--- config.mk ---
export PLATFORM = sky130hd
export DESIGN_NAME = hazard_unit
export DESIGN_NICKNAME = d
export VERILOG_FILES = /design/src/rtl/hazard_pkg.sv /design/src/rtl/hz_exe_bypass.sv /design/src/rtl/hz_dec_bypass.sv /design/src/rtl/hz_stall_detect.sv /design/src/rtl/hazard_unit.sv
export SDC_FILE = /design/constraint.sdc
export NUM_CORES = 1
export LEC_CHECK = 0
export BUFFER_PORTS_ARGS = -buffer_cell sky130_fd_sc_hd__buf_4
export CORE_MARGIN = 2
export CORE_UTILIZATION = 35
export DETAILED_ROUTE_END_ITERATION = 8
export PLACE_DENSITY_LB_ADDON = 0.3
export SETUP_SLACK_MARGIN = 0.1
export SLEW_MARGIN = 20
export SYNTH_ARGS = -nofsm -noshare
export SYNTH_HDL_FRONTEND = slang
export SYNTH_SLANG_ARGS = --single-unit
export TNS_END_PERCENT = 100
--- constraint.sdc ---
create_clock -name vclk -period 3
set_input_delay 0.45 -clock vclk [all_inputs]
set_output_delay 0.45 -clock vclk [all_outputs]
set_load 0.1 [all_outputs]
--- src/rtl/hazard_pkg.sv ---
package hazard_pkg;
  typedef enum logic [1:0] {
    FWD_NONE = 2'b00,
    FWD_WB   = 2'b01,
    FWD_MEM  = 2'b10
  } fwd_sel_e;
endpackage

--- src/rtl/hz_exe_bypass.sv ---
module hz_exe_bypass #(
  parameter int AW = 5
) (
  input  logic [AW-1:0]        src,
  input  logic [AW-1:0]        mem_dst,
  input  logic [AW-1:0]        wb_dst,
  input  logic                 mem_we,
  input  logic                 wb_we,
  output hazard_pkg::fwd_sel_e sel
);
  import hazard_pkg::*;
  localparam logic [AW-1:0] ZERO_REG = '0;

  logic live, hit_mem, hit_wb;

  always_comb begin
    live    = (src != ZERO_REG);
    hit_mem = live && (src == mem_dst) && mem_we;
    hit_wb  = live && (src == wb_dst) && wb_we;
    // newer result (memory stage) wins over writeback
    if (hit_mem)     sel = FWD_MEM;
    else if (hit_wb) sel = FWD_WB;
    else             sel = FWD_NONE;
  end

  always_comb begin
    if (sel == FWD_MEM)
      assert_mem_src_writes_R1: assert (mem_we && mem_dst != ZERO_REG)
        else $error("memory bypass without a live memory write");
    if (sel == FWD_WB)
      assert_wb_src_writes_R2: assert (wb_we && wb_dst != ZERO_REG)
        else $error("writeback bypass without a live writeback write");
    assert_sel_legal_R2: assert (sel != 2'b11)
      else $error("illegal bypass select");
    if (src == ZERO_REG)
      assert_zero_not_bypassed_R4: assert (sel == FWD_NONE)
        else $error("register zero bypassed in execute");
  end
endmodule

--- src/rtl/hz_dec_bypass.sv ---
module hz_dec_bypass #(
  parameter int AW = 5
) (
  input  logic [AW-1:0] src,
  input  logic [AW-1:0] mem_dst,
  input  logic          mem_we,
  output logic          fwd
);
  localparam logic [AW-1:0] ZERO_REG = '0;

  always_comb fwd = (src != ZERO_REG) && (src == mem_dst) && mem_we;

  always_comb begin
    if (fwd)
      assert_dec_bypass_live_R6: assert (mem_we && mem_dst != ZERO_REG)
        else $error("decode bypass without a live memory write");
    if (src == ZERO_REG)
      assert_dec_zero_R4: assert (!fwd)
        else $error("register zero bypassed in decode");
  end
endmodule

--- src/rtl/hz_stall_detect.sv ---
module hz_stall_detect #(
  parameter int AW   = 5,
  parameter int NSRC = 2
) (
  input  logic [NSRC-1:0][AW-1:0] dec_src,
  input  logic [AW-1:0]           load_dst,
  input  logic [AW-1:0]           exe_dst,
  input  logic [AW-1:0]           mem_dst,
  input  logic                    exe_we,
  input  logic                    exe_is_load,
  input  logic                    mem_is_load,
  input  logic                    dec_is_branch,
  output logic                    load_hold,
  output logic                    branch_hold
);
  logic [NSRC-1:0] use_load, use_exe, use_mem;

  for (genvar g = 0; g < NSRC; g++) begin : g_cmp
    assign use_load[g] = (dec_src[g] == load_dst);
    assign use_exe[g]  = (dec_src[g] == exe_dst);
    assign use_mem[g]  = (dec_src[g] == mem_dst);
  end

  always_comb begin
    load_hold   = exe_is_load && (|use_load);
    branch_hold = dec_is_branch &&
                  ((exe_we && (|use_exe)) || (mem_is_load && (|use_mem)));
  end

  always_comb begin
    if (!dec_is_branch)
      assert_branch_hold_needs_branch_R7: assert (!branch_hold)
        else $error("branch hold without a branch in decode");
    if (!exe_is_load)
      assert_load_hold_needs_load_R5: assert (!load_hold)
        else $error("load-use hold without a load in execute");
  end
endmodule

--- src/rtl/hazard_unit.sv ---
module hazard_unit #(
  parameter int REG_AW = 5
) (
  input  logic [REG_AW-1:0] dec_src_a,
  input  logic [REG_AW-1:0] dec_src_b,
  input  logic [REG_AW-1:0] exe_src_a,
  input  logic [REG_AW-1:0] exe_src_b,
  input  logic [REG_AW-1:0] exe_dst,
  input  logic [REG_AW-1:0] mem_dst,
  input  logic [REG_AW-1:0] wb_dst,
  input  logic              exe_wr_en,
  input  logic              mem_wr_en,
  input  logic              wb_wr_en,
  input  logic              exe_is_load,
  input  logic              mem_is_load,
  input  logic              dec_is_branch,
  output logic [1:0]        exe_fwd_a,
  output logic [1:0]        exe_fwd_b,
  output logic              dec_fwd_a,
  output logic              dec_fwd_b,
  output logic              hold_fetch,
  output logic              hold_decode,
  output logic              flush_exe
);
  import hazard_pkg::*;
  localparam int NSRC = 2;

  logic [NSRC-1:0][REG_AW-1:0] dec_src, exe_src;
  fwd_sel_e                    exe_sel [NSRC];
  logic [NSRC-1:0]             dec_sel;
  logic                        load_hold, branch_hold, stall;

  assign dec_src = {dec_src_b, dec_src_a};
  assign exe_src = {exe_src_b, exe_src_a};

  for (genvar g = 0; g < NSRC; g++) begin : g_opnd
    hz_exe_bypass #(.AW(REG_AW)) u_exe (
      .src(exe_src[g]), .mem_dst(mem_dst), .wb_dst(wb_dst),
      .mem_we(mem_wr_en), .wb_we(wb_wr_en), .sel(exe_sel[g])
    );
    hz_dec_bypass #(.AW(REG_AW)) u_dec (
      .src(dec_src[g]), .mem_dst(mem_dst), .mem_we(mem_wr_en),
      .fwd(dec_sel[g])
    );
  end

  hz_stall_detect #(.AW(REG_AW), .NSRC(NSRC)) u_stall (
    .dec_src(dec_src), .load_dst(exe_src_b), .exe_dst(exe_dst),
    .mem_dst(mem_dst), .exe_we(exe_wr_en), .exe_is_load(exe_is_load),
    .mem_is_load(mem_is_load), .dec_is_branch(dec_is_branch),
    .load_hold(load_hold), .branch_hold(branch_hold)
  );

  assign stall       = load_hold | branch_hold;
  assign exe_fwd_a   = exe_sel[0];
  assign exe_fwd_b   = exe_sel[1];
  assign dec_fwd_a   = dec_sel[0];
  assign dec_fwd_b   = dec_sel[1];
  assign hold_fetch  = stall;
  assign hold_decode = stall;
  assign flush_exe   = stall;

  always_comb begin
    if (!exe_is_load && !dec_is_branch)
      assert_quiet_without_cause_R9: assert (!hold_fetch && !flush_exe)
        else $error("hold raised with neither load nor branch");
    if (exe_is_load && (dec_src_a == exe_src_b || dec_src_b == exe_src_b))
      assert_load_use_holds_R5: assert (hold_decode)
        else $error("load-use dependency not held");
    if (dec_fwd_a || dec_fwd_b)
      assert_dec_bypass_needs_write_R6: assert (mem_wr_en)
        else $error("decode bypass without memory write");
    if (hold_fetch && !exe_is_load)
      assert_branch_cause_R8: assert (exe_wr_en || mem_is_load)
        else $error("branch hold with no producer in flight");
  end
endmodule

Yosys cells after proc, flatten, opt, wreduce, memory -nomap -nowiden --
Cells that the tools add are included.
Storage, ports and cells: bits in registers 0, logic and storage cells 39
Cells by class: eq/ne operators 10, multiplexer cells 4, bitwise gates (word level) 1, reductions and logical operators 24
Operator list (number):
- $eq A5 B5 Y1 | 10
- $reduce_bool A5 Y1 | 4
- $logic_and A1 B1 Y1 | 16
- $reduce_or A2 Y1 | 3
- $mux W2 | 2
- $mux W1 | 2
- $logic_or A1 B1 Y1 | 1
- $or A1 B1 Y1 | 1

Logic depth before layout (Yosys ltp) --
depth after elaboration 6, mapped depth 7

Hierarchy --
A second synthesis with hierarchy kept.
Second synthesis, totals: cell total of the unflattened synthesis 109, area, all modules 803.3 um^2
Modules (own cells, without submodules):
- hz_stall_detect | times used 1, cells an instance 48, area each 354.1 um^2, seq. area each 0.0 um^2
- hz_exe_bypass | times used 2, cells an instance 19, area each 146.4 um^2, seq. area each 0.0 um^2
- hz_dec_bypass | times used 2, cells an instance 10, area each 67.6 um^2, seq. area each 0.0 um^2
- hazard_unit | times used 1, cells an instance 3, area each 21.3 um^2, seq. area each 0.0 um^2

Least setup slack after synthesis --
OpenSTA, ideal clock, no wires.
kind input -> output, from input exe_src_a[0], to output exe_fwd_a[0], arrival time 4.063 ns, setup slack -1.513 ns, cell stages on the path 4, buffers on the path 0, path through or4_1 nor2_1 nor4_1 nor4_1
On the way: elaborated cells on any way between the ends 9, those cells by class eq/ne: 2; mux: 2; reduce/logical: 5
RTL lines:
- start, declared | line hazard_unit.sv:6 | input logic [REG_AW-1:0] exe_src_a,
- $eq A5 B5 Y1 or $reduce_bool A5 Y1 (tied branches) | line hz_exe_bypass.sv:18, hz_exe_bypass.sv:17
- $logic_and A1 B1 Y1 (*) (2 in a row) | line hz_exe_bypass.sv:18 | hit_mem = live && (src == mem_dst) && mem_we;
- named net g_opnd[0].u_exe.hit_mem | line hz_exe_bypass.sv:14 | logic live, hit_mem, hit_wb;
- $mux W2 (*) | line hz_exe_bypass.sv:21 | if (hit_mem) sel = FWD_MEM;
- end, declared | line hazard_unit.sv:17 | output logic [1:0] exe_fwd_a,
Mark *: on every way through the listed nets, which the timed path passes. The rest lies on a longest branch.

Worst setup path in the final report --
from input exe_src_a[0], to output exe_fwd_a[0]
On the way: cells in the longest elaborated chain, start to end 5, elaborated cells on any way between the ends 9, those cells by class eq/ne: 2; mux: 2; reduce/logical: 5
Ends and longest elaborated chain:
- $eq A5 B5 Y1 or $reduce_bool A5 Y1 (tied branches) | line hz_exe_bypass.sv:19, hz_exe_bypass.sv:17
- $logic_and A1 B1 Y1 (2 in a row) | line hz_exe_bypass.sv:19 | hit_wb = live && (src == wb_dst) && wb_we;
- $mux W1 | line hz_exe_bypass.sv:22 | else if (hit_wb) sel = FWD_WB;
- $mux W2 (*) | line hz_exe_bypass.sv:21
Mark *: on every way between the ends. The rest lies on a longest branch, timed or not.

==> results.json <==
{
  "overflow": 0,
  "crit_top_cell": "buf_4",
  "hold_violations": 0,
  "gp_congestion": 0.888,
  "clock_buffers": 0,
  "rows": 16,
  "syn_area_per_cell_um2": 7.65,
  "numPortBuffers": 50,
  "multi_input_area_um2": 676,
  "ctsResizeCount": 0,
  "syn_inst": 94,
  "drc_errors": 0,
  "rsz0062_at_grt": "no",
  "drtAntennaViolNets": 0,
  "cts_hold_buf": 0,
  "crit_path_end": "exe_fwd_a[0]",
  "min_path_cells": 4,
  "drt_iter0_drc": 13,
  "max_freq_mhz": 421,
  "fp.dieH_um": 49.3,
  "min_period_over_period_pct": 79.2,
  "initial_utilization_pct": 37.0,
  "antenna_found_initial": 0,
  "area_delta_synth_final_pct": 50.8,
  "drive_gt1_share_pct": 40.7,
  "worstPathArrival_ns": 1.93,
  "track_usage_pct": 17.5,
  "dp_cells": 162,
  "slowest_stage": "or4_1",
  "power.total_uw": 181,
  "cp-start-kind": "input port",
  "syn_area_um2": 719,
  "first_pass_iters": 4,
  "setup_viol": 0,
  "yosysUniqueCellTypes": 18,
  "synth_seq_area_share_pct": 0,
  "max-slew-margin-rel_pct": 72.0,
  "worstPathCellList": "buf_4, or4_1, nor2_1, nor4_1, nor4_2, buf_4",
  "status": "finished clean",
  "period_minus_slack_ns": 2.38,
  "peakVddDrop_v": 0.0000816,
  "crit_path_max_fanout": 3,
  "fin_cells": 162,
  "register_area_um2": 0,
  "hold_class": "input port to primary output",
  "fp.dieW_um": 49.3,
  "fillers": 199,
  "drv_cap": 0,
  "worst_setup_path_end_kind": "primary output",
  "worst-endpoint-required_ns": 2.55,
  "drt-total-wl_um": 2050,
  "fin_nets": 178,
  "dp_hpwl_um": 1830,
  "grt_pass1_vias": 786,
  "p_per_area_mw_per_mm2": 167,
  "cp-startpoint": "exe_src_a[0]",
  "cp_slowest_stage_delay_ns": 0.50,
  "layout_setup_ws_ns": 0.623,
  "p_leak_nw": 0.454,
  "grt_max_degree": 6,
  "io_pins": 50,
  "die_area_mm2": 0.00243,
  "core_area_mm2": 0.00194,
  "wl_per_cell_um": 12.7,
  "critical-path-top-delay-family": "simple AND/OR/NAND/NOR gates",
  "insertedDiodeCount": 0,
  "postCtsSetupRepairBufs": 0,
  "crit_buf_inv": 2,
  "synth_warnings": 0,
  "synth.net_count": 135,
  "critPathKind": "input port to primary output",
  "design.seq.count": 0,
  "vias_per_cell": 4.76,
  "worst_pin_slew_ns": 0.416,
  "maxSlewViolCount": 0,
  "grt_pass1_wl_um": 3480,
  "cp.depth": 6,
  "dp_slack_ns": 0.599,
  "vias": 771
}
## stage by stage
stage	TNS (ns)	hold WS (ns)	util [%]	instance area, um2
after global placement	0	1.36	55.9	1080
final	0	1.36	55.9	1080
after floorplan	-0.390	1.12	-	734
after CTS	0	1.36	55.9	1080
after global routing	0	1.37	55.9	1080
after detailed placement	0	1.36	55.9	1080
## cell usage in the layout, fill, tap and decap left out
cell type  count
a31o_1         1
buf_4         50
nand2_1        3
nand3_1        4
nand4_1        7
nor2_1         3
nor2_4         1
nor3_1         2
nor4_1         5
nor4_2         2
nor4_4         1
o21ai_0        2
or4_1          3
or4_4          1
xnor2_1       24
xor2_1        26
## logic make-up after synthesis
family	share of synthesized area [%]
xor gates and xnor gates	60.9
buffers and inverters	8.17
AOI/OAI and AO/OA	2.61
and+or+nand+nor	28.3
## cell usage after synthesis
| cell type | count | area share (%) |
|---|---|---|
| nand4_1 | 7 | 6.1 |
| xnor2_1 | 24 | 29 |
| nor2_4 | 1 | 1.6 |
| clkbuf_1 | 2 | 1.0 |
| nor2_1 | 3 | 1.6 |
| nand2_1 | 3 | 1.6 |
| buf_6 | 1 | 1.6 |
| or4_4 | 1 | 1.6 |
| nor4_1 | 6 | 5.2 |
| nor4_2 | 2 | 3.5 |
| or4_1 | 3 | 3.1 |
| o21ai_0 | 2 | 1.4 |
| nand3_1 | 4 | 2.8 |
| xor2_1 | 26 | 32 |
| nor3_1 | 2 | 1.4 |
| buf_2 | 2 | 1.4 |
| buf_4 | 4 | 4.2 |
| a31o_1 | 1 | 1.2 |
## final cells by class
cell class | instances | area share, %
multi-input cells | 85 | 62.3
repair buffers | 50 | 34.6
well taps | 27 | 3.11
## routing by layer
layer / track usage (%) / wire length (um) / vias to the layer above
met5: 0 / 0 / -
met2: 33.3 / 1080 / 18
li1: - / - / 405
met1: 22.5 / 886 / 348
met3: 0.613 / 80 / 0
met4: 0.476 / 0 / 0
## report_power, final
group / switching, mW / internal (mW)
clock network: 0 / 0
registers: 0 / 0
logic: 0.0984 / 0.0823
## worst min-delay path by stage
| stage | endpoint | startpoint |
|---|---|---|
| after global routing | dec_fwd_b | mem_wr_en |
| after CTS | dec_fwd_b | mem_wr_en |
| after global placement | exe_fwd_a[0] | wb_wr_en |
| after detailed placement | dec_fwd_b | mem_wr_en |
| final | dec_fwd_b | mem_wr_en |
| after floorplan | exe_fwd_b[0] | wb_wr_en |
No activity file was read; power rests on OpenSTA's default activity.
